$ cat src/rtl/line_bank_pkg.sv
package line_bank_pkg;
  typedef enum logic [3:0] {
    CMD_STEP      = 4'd0,
    CMD_ZERO      = 4'd1,
    CMD_REPORT    = 4'd2,
    CMD_MERGE     = 4'd3,
    CMD_LOAD      = 4'd4,
    CMD_SEND      = 4'd5,
    CMD_STEP_SEND = 4'd6,
    CMD_SAMPLE    = 4'd7,
    CMD_STEP_SAMP = 4'd8
  } cmd_e;

  typedef struct packed {
    logic incLine;
    logic clrLine;
    logic orLine;
    logic readLine;
    logic send;
    logic readBit;
  } bank_ctl_t;
endpackage

$ cat src/rtl/line_bank_ctrl.sv
module line_bank_ctrl
  import line_bank_pkg::*;
(
  input  logic      strobe,
  input  logic [3:0] cmd,
  output bank_ctl_t ctl
);
  always_comb begin
    ctl = '0;
    if (strobe) begin
      unique case (cmd)
        CMD_STEP:      ctl.incLine = 1'b1;
        CMD_ZERO:      ctl.clrLine = 1'b1;
        CMD_REPORT:    ctl.readLine = 1'b1;
        CMD_MERGE:     ctl.orLine = 1'b1;
        CMD_LOAD:      begin ctl.clrLine = 1'b1; ctl.orLine = 1'b1; end
        CMD_SEND:      ctl.send = 1'b1;
        CMD_STEP_SEND: begin ctl.incLine = 1'b1; ctl.send = 1'b1; end
        CMD_SAMPLE:    ctl.readBit = 1'b1;
        CMD_STEP_SAMP: begin ctl.incLine = 1'b1; ctl.readBit = 1'b1; end
        default:       ctl = '0;
      endcase
    end
  end
endmodule

$ cat src/rtl/line_bank_dp.sv
module line_bank_dp
  import line_bank_pkg::*;
#(
  parameter int LINE_W = 7,
  parameter int ACC_W  = 12
) (
  input  logic              clk,
  input  logic              rstN,
  input  bank_ctl_t         ctl,
  input  logic [ACC_W-1:0]  dataIn,
  output logic [ACC_W-1:0]  dataOut,
  output logic [LINE_W-1:0] lineReg
);
  localparam int NUM_LINES = 1 << LINE_W;

  logic [NUM_LINES-1:0] lineBits;
  logic [NUM_LINES-1:0] rdPend;
  logic [NUM_LINES-1:0] wrPend;
  logic [LINE_W-1:0]    stepped;
  logic [LINE_W-1:0]    selLine;
  logic [LINE_W-1:0]    nextLine;
  logic [ACC_W-1:0]     rotated;
  logic                 linkBit;

  assign stepped = lineReg + LINE_W'(1);
  assign selLine = ctl.incLine ? stepped : lineReg;

  // Link is cleared, then {link, acc} rotates right by one.
  always_comb begin
    {rotated, linkBit} = {1'b0, dataIn};
  end

  always_comb begin
    nextLine = selLine;
    if (ctl.clrLine) nextLine = '0;
    if (ctl.orLine)  nextLine = nextLine | dataIn[LINE_W-1:0];
  end

  always_ff @(posedge clk or negedge rstN) begin
    if (!rstN) begin
      lineReg  <= '0;
      lineBits <= '1;
      rdPend   <= '0;
      wrPend   <= '0;
    end else begin
      lineReg <= nextLine;
      if (ctl.send) begin
        lineBits[selLine] <= linkBit;
        rdPend[selLine]   <= 1'b1;
        wrPend[selLine]   <= 1'b1;
      end
    end
  end

  always_comb begin
    dataOut = '0;
    if (ctl.readLine) dataOut[LINE_W-1:0] = lineReg;
    if (ctl.send)     dataOut = rotated;
    if (ctl.readBit)  dataOut[2:0] = {wrPend[selLine], rdPend[selLine], lineBits[selLine]};
  end
endmodule

$ cat src/rtl/multi_line_bank.sv
module multi_line_bank
  import line_bank_pkg::*;
#(
  parameter int LINE_W = 7,
  parameter int ACC_W  = 12
) (
  input  logic             clk,
  input  logic             rstN,
  input  logic             strobe,
  input  logic [3:0]       cmd,
  input  logic [ACC_W-1:0] dataIn,
  output logic [ACC_W-1:0] dataOut
);
  bank_ctl_t         ctl;
  logic [LINE_W-1:0] lineReg;

  line_bank_ctrl ctrl_i (
    .strobe (strobe),
    .cmd    (cmd),
    .ctl    (ctl)
  );

  line_bank_dp #(.LINE_W(LINE_W), .ACC_W(ACC_W)) dp_i (
    .clk     (clk),
    .rstN    (rstN),
    .ctl     (ctl),
    .dataIn  (dataIn),
    .dataOut (dataOut),
    .lineReg (lineReg)
  );
endmodule

$ cat config.mk
export PLATFORM = sky130hd
export DESIGN_NAME = multi_line_bank
export DESIGN_NICKNAME = d
export VERILOG_FILES = /design/src/rtl/line_bank_pkg.sv /design/src/rtl/line_bank_ctrl.sv /design/src/rtl/line_bank_dp.sv /design/src/rtl/multi_line_bank.sv
export SDC_FILE = /design/constraint.sdc
export NUM_CORES = 1
export LEC_CHECK = 0
export ABC_AREA = 1
export CAP_MARGIN = 30
export CORE_ASPECT_RATIO = 1.2
export CORE_MARGIN = 3
export CORE_UTILIZATION = 50
export CTS_CLUSTER_SIZE = 30
export DETAILED_ROUTE_END_ITERATION = 7
export DONT_BUFFER_PORTS = 1
export GPL_TIMING_DRIVEN = 0
export PLACE_DENSITY = 0.68
export SLEW_MARGIN = 20
export SYNTH_ARGS = -nofsm -noshare
export SYNTH_HDL_FRONTEND = slang
export SYNTH_HIERARCHICAL = 1
export SYNTH_SLANG_ARGS = --single-unit
$ cat constraint.sdc
create_clock -name clk -period 2.1 [get_ports clk]
set_clock_uncertainty 0.1 [all_clocks]
set_input_delay 0.21 -clock clk [delete_from_list [all_inputs] [get_ports clk]]
set_output_delay 0.21 -clock clk [all_outputs]
set_load 0.05 [all_outputs]
* Word-level counts from Yosys, hierarchy flattened
Cells that the tools add are included.
** Operators by class
- Reduce and logical (&&, ||, !) cells :: 7
- Mux-type cells :: 22
- $lt $le $gt $ge :: 2
- $add $sub $neg :: 1
- Bitwise logic cells :: 3
- Equal/unequal tests :: 8
** Operators by type and width (number)
- bitwise OR 128 bit :: 2
- bitwise mux 128 bit :: 1
- two-way mux 7 bit :: 4
- binary-select mux 1 bit (select 7 bit) :: 3
- == test 4 x 3 -> 1 bit, second input constant :: 4
- two-way mux 11 bit :: 1
- two-way mux 1 bit :: 10
- == test 4 x 2 -> 1 bit, second input constant :: 2
- less-than comparator 7 x 8 -> 1 bit, second input constant :: 1
- OR reduction 2 bit :: 4
- adder 7 x 1 -> 7 bit, second input constant :: 1
- demux 1 bit (select 7 bit) :: 1
- >= comparator 7 x 1 -> 1 bit, second input constant :: 1
- bitwise OR 7 bit :: 1
- two-way mux 6 bit :: 1
- == test 4 x 1 -> 1 bit, second input constant :: 1
- == test 4 bit, second input constant :: 1
- logical NOT 4 bit :: 1
- two-way mux 3 bit :: 1
- OR reduction 3 bit :: 1
- logical AND 1 bit :: 1
** Word-level totals
- Output and inout port bits :: 12
- Word-level logic and storage cells :: 47
- Register bits after elaboration :: 391

* Logic depth before layout (Yosys ltp)
Gate-level depths: netlist of run 1.
- Depth after elaboration :: 10
- Gate-level depth with buffers :: 22
- Gate-level depth less buffers :: 19

* Modules after synthesis
The synthesis of run 1 kept the hierarchy.
** Modules (own cells, without submodules)
- line_bank_dp :: area an instance 18462.7 um^2, cells an instance 2510, instances 1
- line_bank_ctrl :: area an instance 130.1 um^2, cells an instance 29, instances 1

* Worst setup path before layout of run 1
Ideal clock, no wire load.
- Path type :: input-to-output
- Start point :: input cmd[1]
- End point :: output dataOut[0]
- Path slack :: -0.508 ns
- Stages on the path :: 20
- Path buffers :: 3
- Arrival :: 2.298 ns
- Cells stage by stage :: nor2_1 nand2_1 a21oi_2 buf_4 nand3_1 nand2_1 nand2_1 inv_2 buf_2 buf_2 nand2_1 nand2_1 nor2_1 nor2_1 nor2_1 nand2_1 nand2_1 nand2_1 o21ai_1 nand2_1
** RTL lines
- start, declared :: RTL line multi_line_bank.sv:10 : input logic [3:0] cmd,
- end, declared :: RTL line multi_line_bank.sv:12 : output logic [ACC_W-1:0] dataOut

* Worst setup path after layout of run 1
- Start point :: register dp_i.lineReg[0]
- End point :: output dataOut[2]
** On the way
- Cells in the longest elaborated chain, start to end :: 5
** Ends and longest elaborated chain
- start, declared :: RTL line line_bank_dp.sv:12 : output logic [LINE_W-1:0] lineReg
- start signal, assigned :: RTL line line_bank_dp.sv:46 : lineReg <= nextLine;
- adder 7 x 1 -> 7 bit :: RTL line line_bank_dp.sv:25 : assign stepped = lineReg + LINE_W'(1);
- two-way mux 7 bit * :: RTL line line_bank_dp.sv:26 : assign selLine = ctl.incLine ? stepped : lineReg;
- binary-select mux 1 bit (select 7 bit) * :: RTL line line_bank_dp.sv:59 : if (ctl.readBit) dataOut[2:0] = {wrPend[selLine], rdPend[selLine], lineBits[selLine]};
- two-way mux 1 bit (not written as such) * :: RTL line line_bank_dp.sv:59
- two-way mux 3 bit * :: RTL line line_bank_dp.sv:59
Every way passes the cells marked *; elsewhere a longest branch is shown, timed or not. The select of a mux whose other input is x is not followed.

==> results.txt, run 1 <==
outcome: finished, violations left
failing checks: hold timing, setup timing
pre-CTS setup slack: -1.31 ns
antenna violations before repair: 0
pins over their slew limit: 0
relative slew slack: 33.3%
CTS tree: done
via count: 16200
hold crit path type: primary input to asynchronous set/reset pin
root buf cell: clkbuf_16
CTS Buf Count: 42
Leak: 11.9 nW
crit path capture type: primary output
layout cells sized above 1: 21.7%
Max Fclk: 303 MHz
wire per inst: 17.8 um
largest family of logic cells by synthesized area: simple AND/OR/NAND/NOR gates
Bufs and invs on worst path: 3
Initial Utilization: 51.2%
Nets: 2681
Hold Slack: -0.729 ns
Most common cell on crit path: nand2_1
clock sinks: 391
crit share post-route: 157%
Net Count, Synth: 2559
adder-cell area share of the yosys netlist: 0.0673%
die width: 182 um
Compound-Gate Fraction of Synth Area: 4.69%
post-synth top area share: 35.4%
Final min period: 3.30 ns
ant diodes: 0
final setup margin: -1.20 ns
Cell Pwr Density: 1020 mW/mm2
FILL cells: 3084
hold buffers post-CTS: 14
Die Ht: 217 um
DIE AREA: 0.0395 mm2
final WL: 56400 um
register area share after synthesis: 53.5%
global placement routability congestion: 0.947
worst-path fanout max: 10
Initial DRT Pass Iterations: 6
area grow syn2layout: 22.7%
xor and xnor area share after synthesis: 0.229%
#FFs+latches synth: 391
DRT antenna net count: 0
vias in the first global route: 16200
most common cell in the netlist: nand2_1
DRT iter0 DRCs: 1469
Syn Area/Cell: 7.32 um2
CP top delay family: simple AND/OR/NAND/NOR gates
# rows: 76
mux contribution to synthesized area: 0%
deepest clock path buffer count: 3
peak supply drop: 834 uV
Async SR Flop Fraction: 100%
startpoint types: flip-flop
H-tree depth: 2
first-pass GRT wire length: 87500 um
worst slew pin tran: 1.00 ns
simple-gate share of the synthesized area: 33.3%
# port buffers: 0
grt ovf: 0
clk_lat worst skew: 0.56 ns
final setup vio count: 388
slowest stage delay, CP: 0.46 ns
Synthesis Warnings: 6
RSZ-0062 raised after global routing: yes
Final Hold Viols: 391
Synth area leader: dfrtp_1
Worst path slowest cell: dfrtp_2
critical path class: flip-flop to primary output
Clock Pin Slew Worst Setup and Hold Paths: 0.06 ns
# IOs: 31
Mapped Area: 0.0186 mm2
top_reg_cell synth: dfrtp_1
Cell Chain, Critical Path: ha_4 > nand2_2 > nand2_2 > nand2_4 > nand2_4 > inv_4 > buf_12 > buf_6 > nand2_1 > nand2_1 > nor2_2 > nor2_2 > nor2_1 > nand2_1 > nand2_1 > nand2_2 > o21ai_4 > nand2_4
largest net degree at the start of global routing: 392
worst path required time: 1.79 ns
vias per cell: 5.13
commonest cells in the netlist: nand2_1 (1365), inv_1 (282), dfrtp_1 (263), o21ai_1 (131), nor2_1 (130)
DRC Markers: 0
WP data arrival: 2.99 ns
Post-synth EDFFs: 0
core area: 0.0363 mm2
Max-Cap Viols: 0
setup_tns: -147.51 ns
Detail Placement HPWL: 37000 um
GRT Resource Usage Total: 28.5%
post-synth cell types: 27
Post-Synthesis Cells: 2539
dominant cells by area after synthesis: dfrtp_1 (35%), nand2_1 (28%), dfstp_2 (18%), inv_1 (5.7%), o21ai_1 (3.5%)
## metrics by stage
step / total power [mW] / hold WS (ns) / utilization (%) / area (um2) / cells
detailed placement: 14.4 / -0.157 / 54.3 / 19700 / 3007
global route: 24.4 / -0.752 / 62.8 / 22800 / 3162
finish: 23.4 / -0.729 / 62.8 / 22800 / 3162
global placement: 14.4 / -0.157 / 54.3 / 19700 / 3007
CTS: 22.9 / -0.750 / 61.4 / 22300 / 3130
floorplan: 12.3 / -0.186 / - / 19100 / 2539
## flip-flops by register name, indices dropped and copies added, names as in the netlist
register,flops
dp_i/lineBits,128
dp_i/rdPend,128
dp_i/wrPend,128
dp_i/lineReg,7
## final timing paths
check | startpoint | end | slack (ns) | cells past startpoint
setup / recovery | dp_i/lineReg[0] | dataOut[2] | -1.20 | 18
hold / removal | rstN | dp_i/rdPend[37] | -0.73 | 0
setup reg to reg | dp_i/lineReg[0] | dp_i/lineBits[20] | -0.60 | 15
hold reg to reg | dp_i/wrPend[113] | dp_i/wrPend[113] | 0.35 | 2
max in group asynchronous | rstN | dp_i/rdPend[4] | 1.82 | 0
min in group clk | strobe | dp_i/lineReg[0] | 0.03 | 3
## area by class of cell
class                      instances  area, um2  share of cell area (%)
sequential                       391       9950                    43.6
multi-input combinational       1761       8030                    35.2
clock buffer                      67       1290                    5.64
inverter                         293       1140                    4.98
buffer                            94        891                    3.90
timing repair buffer              78        860                    3.77
tap                              468        586                    2.57
clock inverter                    10       81.3                   0.356
## cell families (layout without fill, tap and decap cells)
logic type	Yosys count	in the layout
fa+ha+maj	1	1
other cells	1	1
simple gates	1584	1584
compound gates	171	171
buf+inv	387	542
xor+xnor	4	4
flops	391	391
## layout by cell type, fill, tap and decap left out, types with 17 or more instances in the layout
master     count
buf_12        25
buf_4         49
buf_6         33
clkbuf_1      27
clkbuf_16     44
clkbuf_2      20
dfrtp_1      262
dfstp_2      128
inv_1        279
nand2_1     1216
nand2_2      125
nand2_4       25
nand3_1       49
nor2_1       105
nor2_2        17
nor2_4        37
o21ai_0       21
o21ai_1      125
## worst register-to-register path: stages (launching register included)
cell     delay [ns]
dfrtp_2        0.46
buf_12         0.14
nand2_8        0.07
nor3_4         0.24
buf_4          0.18
nand2_4        0.06
xor2_4         0.23
inv_2          0.10
nor2_4         0.19
buf_4          0.15
inv_4          0.06
nor2_4         0.25
buf_4          0.18
nand2_2        0.07
nand2_1        0.07
o21ai_1        0.06
## report_power, final
group | total, mW | internal, mW | leakage, nW | switching (mW)
combinational | 8.07 | 2.85 | 7.60 | 5.22
clock | 7.34 | 4.32 | 0.677 | 3.02
sequential | 7.97 | 7.81 | 3.64 | 0.155
## routing by layer
layer | share of wire, % | up-vias | global-route usage, %
met5 | 0 | - | 0
met4 | 6.1 | 0 | 15.8
met3 | 5.6 | 168 | 4.48
met2 | 49 | 539 | 47.6
met1 | 40 | 7695 | 35.4
li1 | - | 7825 | -
## what timing repair did
item,CTS,global route
setup buffers,31,32
resized for setup,206,64
cloned,1,1
hold endpoints to repair,398,391
setup endpoints to repair,390,391
pin swaps,69,31
(Power assumes the default switching activity.)
==> inputs of run 2 (changes only) <==
Clock period 2.1 ns to 2.85 ns, I/O delays scaled along.
==> run 2 against run 1 <==
The flow finishes with violations (hold timing, slew limit, setup timing). Count of clock-buffer cells in the layout fell by 2. Final cell count fell by 1.3%. Combinational power fell by 26%. Global-route usage fell by 0.40 points. Die area did not move. Power fell by 26%. Critical path type unchanged. Largest cell class unchanged.
==> results.txt, run 2 (synthesized netlist as in run 1, its figures left out) <==
hold buffers post-CTS: 6
# IOs: 31
failing checks: hold timing, slew limit, setup timing
worst path required time: 2.47 ns
pins over their slew limit: 204
# rows: 76
final setup margin: -0.460 ns
relative slew slack: -19.6%
DIE AREA: 0.0395 mm2
Gate power share: 34.5%
commonest non-fill, non-tap cell in the layout: nand2_1
grt ovf: 0
CTS tree: done
clk_lat worst skew: 0.53 ns
largest net degree at the start of global routing: 392
DRT iter0 DRCs: 1353
Initial Utilization: 51.2%
clock share of power: 31.5%
part of the power in registers: 34.0%
Cell Pwr Density: 783 mW/mm2
Final Hold Viols: 293
Clock Pin Slew Worst Setup and Hold Paths: 0.06 ns
wire per inst: 18.0 um
core area: 0.0363 mm2
Largest regs: dp_i/lineBits (128), dp_i/rdPend (128), dp_i/wrPend (128)
Sw Pwr: 6.20 mW
crit path capture type: primary output
placed cell count: 3007
H-tree depth: 2
worst slew pin tran: 1.79 ns
Hold Slack: -0.640 ns
FILL cells: 3226
most frequent cells in the layout: nand2_1 (1305), inv_1 (280), dfrtp_1 (262)
peak supply drop: 532 uV
global placement routability congestion: 0.954
Detail Placement HPWL: 36600 um
final design utilization: 60.7%
CTS Buf Count: 42
DRT antenna net count: 0
startpoint types: flip-flop
Final min period: 3.31 ns
Pint: 11.1 mW
Nets: 2641
WP data arrival: 2.92 ns
Non-Filler Instances: 3121
vias in the first global route: 15900
outcome: finished, violations left
first-pass GRT wire length: 86800 um
GRT Resource Usage Total: 28.1%
deepest clock path buffer count: 3
final setup vio count: 3
DRC Markers: 0
via count: 16200
RSZ-0062 raised after global routing: yes
Max-Cap Viols: 0
Leak: 11.4 nW
layout cells sized above 1: 17.2%
area grow syn2layout: 18.6%
root buf cell: clkbuf_16
vias per cell: 5.18
die width: 182 um
Max Fclk: 302 MHz
final WL: 56300 um
crit share post-route: 116%
Die Ht: 217 um
ant diodes: 0
Initial DRT Pass Iterations: 7
critical path class: flip-flop to primary output
antenna violations before repair: 0
clock sinks: 391
worst-path fanout max: 5
hold crit path type: primary input to asynchronous set/reset pin
Switching Fraction: 36.0%
# port buffers: 0
==> run 2: power groups by stage <==
stage	clock network, mW	logic (mW)	registers [mW]
6_report	5.44	5.96	5.86
5_1_grt	5.77	6.35	5.87
4_1_cts	5.53	5.31	5.85
3_5_place_dp	0	4.28	5.93
3_3_place_gp	0	4.26	5.93
2_1_floorplan	0	2.81	5.91
==> run 2: metrics by stage <==
| stage | setup slack [ns] | area, um2 | power, mW | setup TNS [ns] | hold slack (ns) |
|---|---|---|---|---|---|
| global route | -0.539 | 22000 | 18.0 | -1.85 | -0.663 |
| global placement | -0.825 | 19200 | 10.2 | -136.49 | -0.0814 |
| detailed placement | -0.824 | 19200 | 10.2 | -137.51 | -0.0808 |
| finish | -0.460 | 22000 | 17.3 | -1.36 | -0.640 |
| floorplan | 0.0923 | 18600 | 8.72 | 0 | -0.111 |
| CTS | -0.355 | 21500 | 16.7 | -1.05 | -0.663 |
==> run 2: layout make-up <==
class	instances	area [um2]	area share [%]
buffer	93	855	3.88
clock buffer	65	1260	5.71
clock inverter	11	109	0.494
inverter	293	1100	5.00
multi-input combinational	1762	7710	35.0
sequential	391	9950	45.1
tap	468	586	2.66
timing repair buffer	38	480	2.18
==> run 2: routing by layer <==
metal / part of all wire, % / track usage (%) / vias up
li1: - / - / 7752
met1: 40 / 35.6 / 7681
met2: 48 / 47.3 / 541
met3: 5.8 / 4.01 / 181
met4: 5.8 / 13.9 / 0
met5: 0 / 0 / -
==> run 2: worst paths after layout <==
kind	start	to	slack, ns	cells past startpoint
worst max-delay path	dp_i/lineReg[0]	dataOut[1]	-0.46	16
worst min-delay path	rstN	dp_i/rdPend[36]	-0.64	0
worst max register to register	dp_i/lineReg[0]	dp_i/lineBits[25]	0.04	12
worst min register to register	dp_i/rdPend[17]	dp_i/rdPend[17]	0.35	2
max in group asynchronous	rstN	dp_i/wrPend[125]	1.89	0
min in group clk	cmd[3]	dp_i/lineReg[3]	0.07	5
==> run 2: timing repair <==
item,CTS,global route
pin swaps,37,93
resized for setup,211,108
setup buffers,16,9
hold endpoints to repair,397,391
gates cloned,5,5
endpoints found under the setup margin,253,117
==> run 2: critical path, cell delays in order (launching register included) <==
cell	delay [ns]
dfrtp_2	0.46
ha_4	0.27
nand2_4	0.08
nand2_8	0.08
a21oi_4	0.20
buf_6	0.19
clkbuf_16	0.17
nand2_1	0.05
nand2_1	0.10
nor2_4	0.06
nor2_2	0.12
nor2_1	0.05
nand2_1	0.05
nand2_1	0.06
nand2_2	0.13
o21ai_4	0.08
nand2_4	0.22
